**config.mk**
```make
export PLATFORM = sky130hd
export DESIGN_NAME = ext_bus_strobe_gen
export DESIGN_NICKNAME = d
export VERILOG_FILES = /design/src/rtl/bst_pkg.sv /design/src/rtl/bst_timing_calc.sv /design/src/rtl/bst_sequencer.sv /design/src/rtl/bst_strobe_decode.sv /design/src/rtl/ext_bus_strobe_gen.sv
export SDC_FILE = /design/constraint.sdc
export NUM_CORES = 1
export LEC_CHECK = 0
export BUFFER_PORTS_ARGS = -buffer_cell sky130_fd_sc_hd__buf_2
export CORE_ASPECT_RATIO = 1.25
export CORE_MARGIN = 8
export CORE_UTILIZATION = 40
export DETAILED_ROUTE_END_ITERATION = 8
export PLACE_DENSITY = 0.58
export REMOVE_ABC_BUFFERS = 1
export SYNTH_ARGS = -nofsm -noshare
export SYNTH_HDL_FRONTEND = slang
export SYNTH_HIERARCHICAL = 1
export SYNTH_SLANG_ARGS = --single-unit
export TNS_END_PERCENT = 1
```
**constraint.sdc**
```tcl
create_clock -name clk -period 2.46 [get_ports clk]
set_input_delay 0.492 -clock clk [delete_from_list [all_inputs] [get_ports clk]]
set_output_delay 0.492 -clock clk [all_outputs]
set_load 0.02 [all_outputs]
```
**src/rtl/bst_pkg.sv**
```systemverilog
package bst_pkg;

  typedef enum logic [2:0] {
    ST_IDLE  = 3'd0,
    ST_SETUP = 3'd1,
    ST_PRE   = 3'd2,
    ST_STRB  = 3'd3,
    ST_HOLD  = 3'd4,
    ST_ACK   = 3'd5
  } seq_st_t;

endpackage

```
**src/rtl/bst_timing_calc.sv**
```systemverilog
module bst_timing_calc #(
  parameter int NUM_SPACES = 4,
  parameter int SEL_W      = 2,
  parameter int CODE_W     = 2,
  parameter int CNT_W      = 4
) (
  input  logic [SEL_W-1:0]             space,
  input  logic                         write,
  input  logic [SEL_W-1:0]             cs_sel,
  input  logic [CODE_W-1:0]            tac,
  input  logic [SEL_W-1:0]             wr_sel,
  input  logic [CODE_W-1:0]            tcw,
  input  logic [NUM_SPACES*CODE_W-1:0] rd_hold,
  input  logic [NUM_SPACES-1:0]        rec_en,
  output logic [CNT_W-1:0]             setup_t,
  output logic [CNT_W-1:0]             pre_t,
  output logic [CNT_W-1:0]             hold_t
);
  localparam logic [CODE_W-1:0] TAC_RSVD = '1;

  logic [CODE_W-1:0] rd_codes [NUM_SPACES];
  logic [CODE_W-1:0] rd_code;
  logic              adj_ok, adj_cs, adj_wr, adj_rd;

  // unpack per-space read hold codes
  for (genvar s = 0; s < NUM_SPACES; s++) begin : g_rd
    assign rd_codes[s] = rd_hold[s*CODE_W +: CODE_W];
  end

  assign rd_code = rd_codes[space];
  assign adj_ok  = !rec_en[space];
  assign adj_cs  = adj_ok && (space == cs_sel);
  assign adj_wr  = adj_ok && write && (space == wr_sel);
  assign adj_rd  = adj_ok && !write;

  always_comb begin
    setup_t = '0;
    pre_t   = '0;
    hold_t  = '0;
    if (adj_cs && tac != TAC_RSVD) setup_t = CNT_W'({tac, 1'b0});
    if (adj_wr) begin
      pre_t  = CNT_W'({tcw, 1'b1});
      hold_t = CNT_W'({tcw, 1'b1});
    end else if (adj_rd) begin
      hold_t = CNT_W'({rd_code, 1'b0});
    end
  end
endmodule

```
**src/rtl/bst_sequencer.sv**
```systemverilog
module bst_sequencer
  import bst_pkg::*;
#(
  parameter int SEL_W      = 2,
  parameter int CNT_W      = 4,
  parameter int STRB_TICKS = 4,
  parameter int ACK_TICKS  = 2
) (
  input  logic             clk,
  input  logic             rst_n,
  input  logic             req,
  input  logic [SEL_W-1:0] req_space,
  input  logic             req_write,
  input  logic [CNT_W-1:0] setup_t,
  input  logic [CNT_W-1:0] pre_t,
  input  logic [CNT_W-1:0] hold_t,
  output seq_st_t          st,
  output logic [SEL_W-1:0] space,
  output logic             write
);
  localparam logic [CNT_W-1:0] STRB_LAST = CNT_W'(STRB_TICKS - 1);
  localparam logic [CNT_W-1:0] ACK_LAST  = CNT_W'(ACK_TICKS - 1);
  localparam logic [CNT_W-1:0] ONE       = CNT_W'(1);

  seq_st_t          st_q, st_d;
  logic [CNT_W-1:0] cnt_q, cnt_d, pre_q, pre_d, hold_q, hold_d;
  logic [SEL_W-1:0] space_q, space_d;
  logic             write_q, write_d, phase_q, phase_d;
  logic             accept, cnt_done;

  assign accept   = (st_q == ST_IDLE) && req && !phase_q;
  assign cnt_done = (cnt_q == '0);

  always_comb begin
    st_d    = st_q;
    cnt_d   = cnt_q;
    pre_d   = pre_q;
    hold_d  = hold_q;
    space_d = space_q;
    write_d = write_q;
    phase_d = !phase_q;
    if (st_q != ST_IDLE && !cnt_done) cnt_d = cnt_q - ONE;
    unique case (st_q)
      ST_IDLE: if (accept) begin
        space_d = req_space;
        write_d = req_write;
        pre_d   = pre_t;
        hold_d  = hold_t;
        if (setup_t != '0) begin
          st_d = ST_SETUP; cnt_d = setup_t - ONE;
        end else if (pre_t != '0) begin
          st_d = ST_PRE; cnt_d = pre_t - ONE;
        end else begin
          st_d = ST_STRB; cnt_d = STRB_LAST;
        end
      end
      ST_SETUP: if (cnt_done) begin
        if (pre_q != '0) begin
          st_d = ST_PRE; cnt_d = pre_q - ONE;
        end else begin
          st_d = ST_STRB; cnt_d = STRB_LAST;
        end
      end
      ST_PRE: if (cnt_done) begin
        st_d = ST_STRB; cnt_d = STRB_LAST;
      end
      ST_STRB: if (cnt_done) begin
        if (hold_q != '0) begin
          st_d = ST_HOLD; cnt_d = hold_q - ONE;
        end else begin
          st_d = ST_ACK; cnt_d = ACK_LAST;
        end
      end
      ST_HOLD: if (cnt_done) begin
        st_d = ST_ACK; cnt_d = ACK_LAST;
      end
      ST_ACK: if (cnt_done) st_d = ST_IDLE;
      default: st_d = ST_IDLE;
    endcase
  end

  always_ff @(posedge clk or negedge rst_n) begin
    if (!rst_n) begin
      st_q    <= ST_IDLE;
      cnt_q   <= '0;
      pre_q   <= '0;
      hold_q  <= '0;
      space_q <= '0;
      write_q <= 1'b0;
      phase_q <= 1'b0;
    end else begin
      st_q    <= st_d;
      cnt_q   <= cnt_d;
      pre_q   <= pre_d;
      hold_q  <= hold_d;
      space_q <= space_d;
      write_q <= write_d;
      phase_q <= phase_d;
    end
  end

  assign st    = st_q;
  assign space = space_q;
  assign write = write_q;


  strobe_len_chk: assert property (@(posedge clk) disable iff (!rst_n)
    (st_q == ST_STRB) |-> (cnt_q <= STRB_LAST));


  space_held_chk: assert property (@(posedge clk) disable iff (!rst_n)
    (st_q != ST_IDLE && st_d != ST_IDLE) |=> $stable(space_q) && $stable(write_q));
endmodule

```
**src/rtl/bst_strobe_decode.sv**
```systemverilog
module bst_strobe_decode
  import bst_pkg::*;
#(
  parameter int NUM_SPACES = 4,
  parameter int SEL_W      = 2
) (
  input  logic                  clk,
  input  logic                  rst_n,
  input  seq_st_t               st,
  input  logic [SEL_W-1:0]      space,
  input  logic                  write,
  output logic                  addr_phase,
  output logic [NUM_SPACES-1:0] cs_n,
  output logic                  rw_dir,
  output logic                  rd_n,
  output logic                  wr_n,
  output logic                  ack
);
  logic cs_on, strb_on;

  assign cs_on   = (st == ST_PRE) || (st == ST_STRB) || (st == ST_HOLD);
  assign strb_on = (st == ST_STRB);

  for (genvar s = 0; s < NUM_SPACES; s++) begin : g_cs
    assign cs_n[s] = !(cs_on && (space == SEL_W'(s)));
  end

  assign addr_phase = cs_on || (st == ST_SETUP);
  assign rw_dir     = !(cs_on && write);
  assign rd_n       = !(strb_on && !write);
  assign wr_n       = !(strb_on && write);
  assign ack        = (st == ST_ACK);


  one_cs_chk: assert property (@(posedge clk) disable iff (!rst_n)
    $onehot0(~cs_n));


  one_strobe_chk: assert property (@(posedge clk) disable iff (!rst_n)
    !(!rd_n && !wr_n));


  strobe_in_cs_chk: assert property (@(posedge clk) disable iff (!rst_n)
    (!rd_n || !wr_n) |-> (~&cs_n) && addr_phase);


  ack_idle_chk: assert property (@(posedge clk) disable iff (!rst_n)
    ack |-> (&cs_n) && !addr_phase && rd_n && wr_n);
endmodule

```
**src/rtl/ext_bus_strobe_gen.sv**
```systemverilog
module ext_bus_strobe_gen
  import bst_pkg::*;
#(
  parameter int NUM_SPACES = 4,
  parameter int CODE_W     = 2,
  parameter int STRB_TICKS = 4,
  parameter int ACK_TICKS  = 2,
  localparam int SEL_W     = $clog2(NUM_SPACES),
  localparam int CNT_W     = 4
) (
  input  logic                         clk,
  input  logic                         rst_n,
  input  logic                         req,
  input  logic [SEL_W-1:0]             req_space,
  input  logic                         req_write,
  output logic                         ack,
  input  logic [SEL_W-1:0]             cfg_cs_sel,
  input  logic [CODE_W-1:0]            cfg_tac,
  input  logic [SEL_W-1:0]             cfg_wr_sel,
  input  logic [CODE_W-1:0]            cfg_tcw,
  input  logic [NUM_SPACES*CODE_W-1:0] cfg_rd_hold,
  input  logic [NUM_SPACES-1:0]        rec_en,
  output logic                         addr_phase,
  output logic [NUM_SPACES-1:0]        cs_n,
  output logic                         rw_dir,
  output logic                         rd_n,
  output logic                         wr_n
);
  logic             rst_meta_q, rst_sync_q;
  logic [CNT_W-1:0] setup_t, pre_t, hold_t;
  seq_st_t          st;
  logic [SEL_W-1:0] cur_space;
  logic             cur_write;

  // asynchronous assert, synchronous release
  always_ff @(posedge clk or negedge rst_n) begin
    if (!rst_n) begin
      rst_meta_q <= 1'b0;
      rst_sync_q <= 1'b0;
    end else begin
      rst_meta_q <= 1'b1;
      rst_sync_q <= rst_meta_q;
    end
  end

  bst_timing_calc #(
    .NUM_SPACES(NUM_SPACES), .SEL_W(SEL_W), .CODE_W(CODE_W), .CNT_W(CNT_W)
  ) u_calc (
    .space(req_space), .write(req_write),
    .cs_sel(cfg_cs_sel), .tac(cfg_tac),
    .wr_sel(cfg_wr_sel), .tcw(cfg_tcw),
    .rd_hold(cfg_rd_hold), .rec_en(rec_en),
    .setup_t(setup_t), .pre_t(pre_t), .hold_t(hold_t)
  );

  bst_sequencer #(
    .SEL_W(SEL_W), .CNT_W(CNT_W), .STRB_TICKS(STRB_TICKS), .ACK_TICKS(ACK_TICKS)
  ) u_seq (
    .clk(clk), .rst_n(rst_sync_q),
    .req(req), .req_space(req_space), .req_write(req_write),
    .setup_t(setup_t), .pre_t(pre_t), .hold_t(hold_t),
    .st(st), .space(cur_space), .write(cur_write)
  );

  bst_strobe_decode #(
    .NUM_SPACES(NUM_SPACES), .SEL_W(SEL_W)
  ) u_dec (
    .clk(clk), .rst_n(rst_sync_q),
    .st(st), .space(cur_space), .write(cur_write),
    .addr_phase(addr_phase), .cs_n(cs_n), .rw_dir(rw_dir),
    .rd_n(rd_n), .wr_n(wr_n), .ack(ack)
  );


  ack_width_chk: assert property (@(posedge clk) disable iff (!rst_sync_q)
    $rose(ack) |=> ack);


  ack_after_cs_chk: assert property (@(posedge clk) disable iff (!rst_sync_q)
    $rose(ack) |-> $past(~&cs_n));


  strobe_min_chk: assert property (@(posedge clk) disable iff (!rst_sync_q)
    ($fell(rd_n) || $fell(wr_n)) |=> (!rd_n || !wr_n));
endmodule

```
Yosys cells after proc, flatten, opt, wreduce, memory -nomap -nowiden
Index checks and enable logic that the tools add are counted.
{"block": "totals", "register_bits": 21, "latch_bits": 0, "ram_bits": 0, "mem_bits_ro": 0, "word_cells": 105, "memories": 0}
{"block": "op_classes", "add_sub_neg": 5, "multipliers": 0, "div_mod_pow": 0, "magnitude_cmp": 2, "n_eq_ne": 17, "n_shift": 0, "mux": 31, "bitwise": 1, "reduce_logical": 40}
{"operator": "two-way mux 4 bit", "count": 11}
{"operator": "two-way mux 3 bit", "count": 10}
{"operator": "one-hot mux 4 bit (5 select lines)", "count": 1}
{"operator": "one-hot mux 3 bit (6 select lines)", "count": 1}
{"operator": "nonzero test 4 bit", "count": 4}
{"operator": "logical AND 1 bit", "count": 15}
{"operator": "zero test 1 bit", "count": 12}
{"operator": "inequality test 2 x 1 -> 1 bit, second input constant", "count": 6}
{"operator": "subtractor 4 x 1 -> 4 bit, second input constant", "count": 3}
{"operator": "subtractor 3 x 1 -> 4 bit, second input constant", "count": 2}
{"operator": "equality test 3 x 2 -> 1 bit, second input constant", "count": 2}
{"operator": "equality test 3 bit, second input constant", "count": 2}
{"operator": "AND reduction 6 bit", "count": 1}
{"operator": "binary-select mux 2 bit (select 2 bit)", "count": 1}
{"operator": "equality test 2 bit", "count": 2}
{"operator": "equality test 2 bit, second input constant", "count": 2}
{"operator": "zero test 4 bit", "count": 1}
{"operator": "two-way mux 1 bit", "count": 4}
{"operator": "two-way mux 2 bit", "count": 2}
{"operator": "equality test 3 x 1 -> 1 bit, second input constant", "count": 1}
{"operator": ">= comparator 3 bit, second input constant", "count": 1}
{"operator": "zero test 3 bit", "count": 1}
{"operator": "logical OR 1 bit", "count": 3}
{"operator": "< comparator 2 x 3 -> 1 bit, second input constant", "count": 1}
{"operator": "other kinds (7)", "count": 7}

Logic depth before layout (Yosys ltp)
{"block": "logic_depth", "word_depth": 11, "ltp_mapped": 11, "mapped_depth_nobuf": 9}

Cells and area by module
The synthesis kept the hierarchy.
{"mod": "bst_sequencer", "instances": 1, "cells_each": 157, "area_each_um2": 1380.1, "seq_area_each_um2": 475.5}
{"mod": "bst_timing_calc", "instances": 1, "cells_each": 32, "area_each_um2": 255.2, "seq_area_each_um2": 0.0}
{"mod": "bst_strobe_decode", "instances": 1, "cells_each": 15, "area_each_um2": 98.8, "seq_area_each_um2": 0.0}
{"mod": "ext_bus_strobe_gen", "instances": 1, "cells_each": 3, "area_each_um2": 53.8, "seq_area_each_um2": 50.0}

Least setup slack after synthesis
Ideal clock, no wire load.
{"block": "synth_path", "path_type": "input to register", "startpoint": "in req_space[1]", "endpoint": "reg u_seq.cnt_q[2]", "setup_ns": 0.136, "arrival_time_ns": 2.617, "setup_slack_ns": -0.293, "stages": 11, "cell_sequence": "clkbuf_1 mux4_2 a2111oi_2 and2_1 inv_1 ha_1 or3b_1 buf_2 nor2_2 a221oi_1 o211ai_1"}
{"item": "start: declaration", "line_no": "ext_bus_strobe_gen.sv:14", "rtl": "input logic [SEL_W-1:0] req_space,"}
{"item": "binary-select mux 1 bit (select 2 bit)", "line_no": "bst_timing_calc.sv:31", "rtl": "assign adj_ok = !rec_en[space];"}
{"item": "two-way mux 1 bit (implied by the code)", "line_no": "bst_timing_calc.sv:31"}
{"item": "zero test 1 bit", "line_no": "bst_timing_calc.sv:31"}
{"item": "logical AND 1 bit (*)", "line_no": "bst_timing_calc.sv:32", "rtl": "assign adj_cs = adj_ok && (space == cs_sel);"}
{"item": "logical AND 1 bit (*)", "line_no": "bst_timing_calc.sv:40", "rtl": "if (adj_cs && tac != TAC_RSVD) setup_t = CNT_W'({tac, 1'b0});"}
{"item": "two-way mux 3 bit (*)", "line_no": "bst_timing_calc.sv:40"}
{"item": "net setup_t[1]", "line_no": "ext_bus_strobe_gen.sv:30", "rtl": "logic [CNT_W-1:0] setup_t, pre_t, hold_t;"}
{"item": "subtractor 3 x 1 -> 4 bit or nonzero test 4 bit (tied branches)", "line_no": "bst_sequencer.sv:50, bst_sequencer.sv:49"}
{"item": "two-way mux 4 bit (*)", "line_no": "bst_sequencer.sv:49", "rtl": "if (setup_t != '0) begin"}
{"item": "two-way mux 4 bit (*)", "line_no": "bst_sequencer.sv:44", "rtl": "ST_IDLE: if (accept) begin"}
{"item": "one-hot mux 4 bit (5 select lines) (*)", "line_no": "bst_sequencer.sv:43", "rtl": "unique case (st_q)"}
{"item": "net u_seq.cnt_d[2]", "line_no": "bst_sequencer.sv:26", "rtl": "logic [CNT_W-1:0] cnt_q, cnt_d, pre_q, pre_d, hold_q, hold_d;"}
{"item": "end signal: assignment", "line_no": "bst_sequencer.sv:93", "rtl": "cnt_q <= cnt_d;"}
{"item": "end: declaration", "line_no": "bst_sequencer.sv:26"}
Mark *: on every way through the listed nets, which the timed path passes. The rest lies on a longest branch. The select of a mux whose other input is x is not followed.
A chain may end at the register's enable or synchronous reset.

Final worst setup path
{"block": "layout_path", "startpoint": "in req_space[0]", "endpoint": "reg u_seq.st_q[0], in the netlist u_seq/st[0]"}
{"block": "layout_between", "elab_chain_len": 11}
{"item": "binary-select mux 1 bit (select 2 bit)", "line_no": "bst_timing_calc.sv:31"}
{"item": "two-way mux 1 bit (implied by the code)", "line_no": "bst_timing_calc.sv:31"}
{"item": "zero test 1 bit", "line_no": "bst_timing_calc.sv:31"}
{"item": "logical AND 1 bit", "line_no": "bst_timing_calc.sv:33", "rtl": "assign adj_wr = adj_ok && write && (space == wr_sel);"}
{"item": "logical AND 1 bit (*)", "line_no": "bst_timing_calc.sv:33"}
{"item": "two-way mux 3 bit (*)", "line_no": "bst_timing_calc.sv:41", "rtl": "if (adj_wr) begin"}
{"item": "net pre_t[1]", "line_no": "ext_bus_strobe_gen.sv:30"}
{"item": "nonzero test 4 bit (*)", "line_no": "bst_sequencer.sv:51", "rtl": "end else if (pre_t != '0) begin"}
{"item": "two-way mux 1 bit (*)", "line_no": "bst_sequencer.sv:51"}
{"item": "two-way mux 3 bit (*)", "line_no": "bst_sequencer.sv:49"}
{"item": "two-way mux 3 bit (*)", "line_no": "bst_sequencer.sv:44"}
{"item": "one-hot mux 3 bit (6 select lines) (*)", "line_no": "bst_sequencer.sv:43"}
{"item": "end signal: assignment", "line_no": "bst_sequencer.sv:92", "rtl": "st_q <= st_d;"}
{"item": "end: declaration", "line_no": "bst_sequencer.sv:25", "rtl": "seq_st_t st_q, st_d;"}
Marked as above.

==> impl.org <==
** Floorplanning
- For this design the top-level I/O count stands at 35.
- Die area :: 0.00688 mm²
- Measured along the y axis, the die boundary spans 90.8 µm.
- Initial core utilization :: 41.0%
- Floorplan Core Area :: 0.00436 mm²
- The floorplan has 27 rows.
- From left edge to right edge, the die measures 75.8 µm.

** GRT
- Global routing consumed, over all layers together, 13.1% of the routing resources.
- The via count of the first global-routing pass was 1597.
- Remaining Overflow, GRT :: 0
- Number of antenna violations at the first check in global routing :: 0
- Global-route wire length before repair :: 7.23 mm
- Largest net degree at the start of global routing :: 20

** STA
- Final critical-path share of the clock period :: 95.9%
- Clock Skews :: 0.00674 ns
- Setup repair after global routing could not meet its margin everywhere.
- Minimum period implied by the final worst setup slack :: 2.36 ns
- Across all hold checks on the routed design, the worst slack comes to 0.343 ns.
- Worst-case headroom to the max-slew limit :: 45.4%
- At the pin with the least slew margin, the transition time is 0.819 ns.
- The number of hold-slack violations in the final timing report came to 0.
- Setup violations remaining at the end of the flow were counted as 0.
- Derived from the worst setup path, the maximum achievable clock frequency is 424 MHz.
- The final count of pins violating max slew was 0.

** Drt
- The routed design uses 175 µm of met3 wire.
- Number of vias per cell after detailed routing :: 5.14
- Routed metal-1 wirelength :: 1.94 mm
- Antenna viol nets, final :: 0
- The detailed router placed 1600 vias in this run.
- Summed over all nets, wire length on met2 after detailed routing comes to 2.07 mm.
- Signal routing reaches up to met4.
- Final Routed Wirelength :: 4.25 mm
- Count of routing violations after the opening detailed-route iteration :: 129
- In the final routed layout, each cell accounts on average for 13.7 µm.
- The first TritonRoute pass finished after 5 iterations.
- For this run, design rule violations remaining after detail routing come to 0.

** Power and ir drop
- The share of total power dissipated in sequential elements is 33.7%.
- Internal power comes to 1.10 mW.
- In this run switching power makes up 45.5% of total power.
- The share of total power dissipated in combinational logic is 54.7%.
- For this design the static power due to leakage is 0.942 nW.
- Peak supply drop :: 0.299 mV
- For this design the total switching power over the nets is 918 µW.
- Power density over the cells :: 932 mW/mm²
- Per report_power, the clock group accounts for 11.7% of the total.

** Placement
- At the end of routability-driven placement, the weighted congestion stood at 0.824.
- The count of buffers added on input and output ports is 34.
- Detailed-placement wirelength estimate :: 3.33 mm
- After detailed placement, the total cell area comes to 0.00209 mm².

** Setup path
- Number of cells on the critical path :: 10
- Worst setup path category :: primary input to register
- For the worst setup path, the data required time is 2.62 ns.
- The worst register-to-register path has a depth of 5.
- Capturing element type of the critical path :: register
- Critical-path cell list :: buf_2 -> mux4_2 -> and4b_2 -> and2_1 -> inv_1 -> ha_1 -> nor3b_1 -> nor2_2 -> a21oi_1 -> a32o_1
- Maximum fanout count along the critical path :: 4
- Data arrival time of the critical path :: 2.52 ns
- STA classifies the critical path startpoint as a primary input.
- Among all stages on the critical path, the largest delay is contributed by mux4_2.
- The critical path contains buffers and inverters numbering 2 combined.
- Largest stage delay on the critical path :: 0.54 ns
- CP delay by family, top :: simple AND/OR/NAND/NOR gates

** Finish
- Once layout is done, the placed cells without fillers occupy 0.00217 mm².
- Post-layout nets :: 290
- The number of antenna diodes in the final layout is 0.
- From synthesis to final layout, the design area changed by 21.1%.
- Share of final-layout standard cells stronger than drive strength 1 :: 28.9%
- For this run, the share of the core covered by cells in the final layout is 49.7%.

** Synth
- Flip-flop and latch count after synthesis :: 21
- Instance count of the mapped netlist :: 207
- Synthesis instantiated 58 different standard cells from the library.
- The biggest area contributor in the post-synthesis netlist is dfrtp_1.
- Yosys instantiated no cell more often than nand2_1.
- Count of yosys warnings during synthesis :: 6
- Post-synth EDFFs :: 0
- Of the synthesized area, sequential elements account for 29.4%.
- Async S/R FF share, synth :: 100%
- Post-synth top area share :: 29.4%
- The commonest cells after synthesis are 31 x nand2_1, 21 x dfrtp_1, 12 x inv_1, 10 x ha_1, 9 x o21ai_0.
- Sorting the synthesized cells by area gives the leading types as dfrtp_1 29%, ha_1 7.0%, nand2_1 6.5%, xnor2_1 2.9%, o21ai_0 2.5%.
- Post-synthesis cell area :: 0.00179 mm²
- Top FF cell, synth :: dfrtp_1
- In this run the mean area of a mapped cell was 8.64 µm².

** Clock network
- Longest Clk Path Bufs :: 2
- TritonCTS built the clock tree.
- Buffer type at the clock tree root :: clkbuf_8
- The tree built by TritonCTS fans out to 21 sinks.
- Counting the buffers created by CTS gives 3.
- Insertion delay of the later-clocked pin in the worst-skew pair :: 0.27 ns
- In this run the number of H-tree levels came out at 1.
- Buffers added to address setup during post-CTS repair amount to 0.
- Clk pin slew, worst setup/hold paths :: 0.08 ns

** Status
- The flow ran to the end, and the final reports show no timing, DRC or antenna violations.

** Worst hold path
- Worst min path class :: register to async pin

** Run
- Across the run, the number of max-cap violations was 0.
-- final timing paths --
path | from | to | slack, ns
worst max-delay path | req_space[0] | u_seq/st[0] | 0.10
worst min-delay path | rst_sync_q | u_seq/hold_q[0] | 0.34
worst max register to register | u_seq/st[0] | u_seq/cnt_q[3] | 0.58
worst min register to register | rst_sync_q | u_seq/hold_q[0] | 0.34
max in group asynchronous | rst_sync_q | u_seq/cnt_q[1] | 1.60
min in group clk | rst_meta_q | rst_sync_q | 0.37
-- state kept, by name (all words and copies together), names as in the netlist --
name	flops
u_seq/cnt_q	4
u_seq/hold_q	4
u_seq/pre_q	4
u_seq/st	3
u_seq/space	2
rst_meta_q	1
rst_sync_q	1
u_seq/phase_q	1
u_seq/write	1
-- worst reg2reg max path, cell delays in order, from the launching register on --
cell	delay [ns]
dfrtp_1	0.57
buf_4	0.26
or3_4	0.42
nor2_4	0.34
o21ai_1	0.13
nand4_1	0.10
-- cells by family (layout without fill, tap and decap cells) --
logic type	Yosys count	in the layout	synth area share, %
simple gates	90	90	30.2
compound gates	39	39	14.7
buf+inv	26	69	7.49
flops	21	21	29.4
xor+xnor	11	11	5.39
fa+ha+maj	10	10	7.00
mux	8	8	5.39
other cells	2	5	0.420
-- layer usage --
metal / up-vias / track usage (%)
met1: 743 / 16.1
li1: 817 / -
met3: 4 / 2.56
met5: - / 0
met4: 0 / 5.14
met2: 36 / 21.3
-- layout make-up --
cell class,instances,area (µm²)
timing repair buffer,53,315
inverter,12,45.0
multi-input combinational,163,1160
fill,427,2190
sequential,21,526
tap,58,72.6
clock inverter,1,5.00
clock buffer,3,41.3
-- cell usage in the layout, fill, tap and decap left out, drive strengths merged, types with 6 or more instances in the layout --
| cell type | synthesis | routed |
|---|---|---|
| nand2 | 32 | 32 |
| nor2 | 9 | 9 |
| dfrtp | 21 | 21 |
| xnor2 | 6 | 6 |
| inv | 12 | 12 |
| o21ai | 14 | 14 |
| nor3 | 7 | 7 |
| buf | 12 | 52 |
| nor2b | 7 | 7 |
| ha | 10 | 10 |
| nor3b | 6 | 6 |
-- repair_timing --
action                                 in CTS  in global routing
endpoints found under the hold margin       2                  0
setup endpoints to repair                   1                  5
hold buffers                                1                  0
pin swaps                                   1                  2
resized for setup                           1                  3
-- power groups by stage --
| stage | registers, mW | logic [mW] | clock network (mW) |
|---|---|---|---|
| after global routing | 0.705 | 1.23 | 0.258 |
| after CTS | 0.677 | 1.10 | 0.244 |
| after global placement | 0.680 | 1.08 | 0 |
| after floorplan | 0.658 | 0.799 | 0 |
| after detailed placement | 0.684 | 1.09 | 0 |
| final | 0.679 | 1.10 | 0.236 |
-- through the flow --
| step | TNS [ns] | instances | total power [mW] | setup WS [ns] |
|---|---|---|---|---|
| 2_1_floorplan | -0.147 | 196 | 1.46 | -0.109 |
| 3_5_place_dp | -1.46 | 306 | 1.78 | -0.289 |
| 3_3_place_gp | -1.07 | 306 | 1.76 | -0.212 |
| 4_1_cts | 0 | 311 | 2.02 | 0.0225 |
| 6_report | 0 | 311 | 2.02 | 0.102 |
| 5_1_grt | -0.0243 | 311 | 2.19 | -0.0243 |
(Power assumes the default switching activity.)
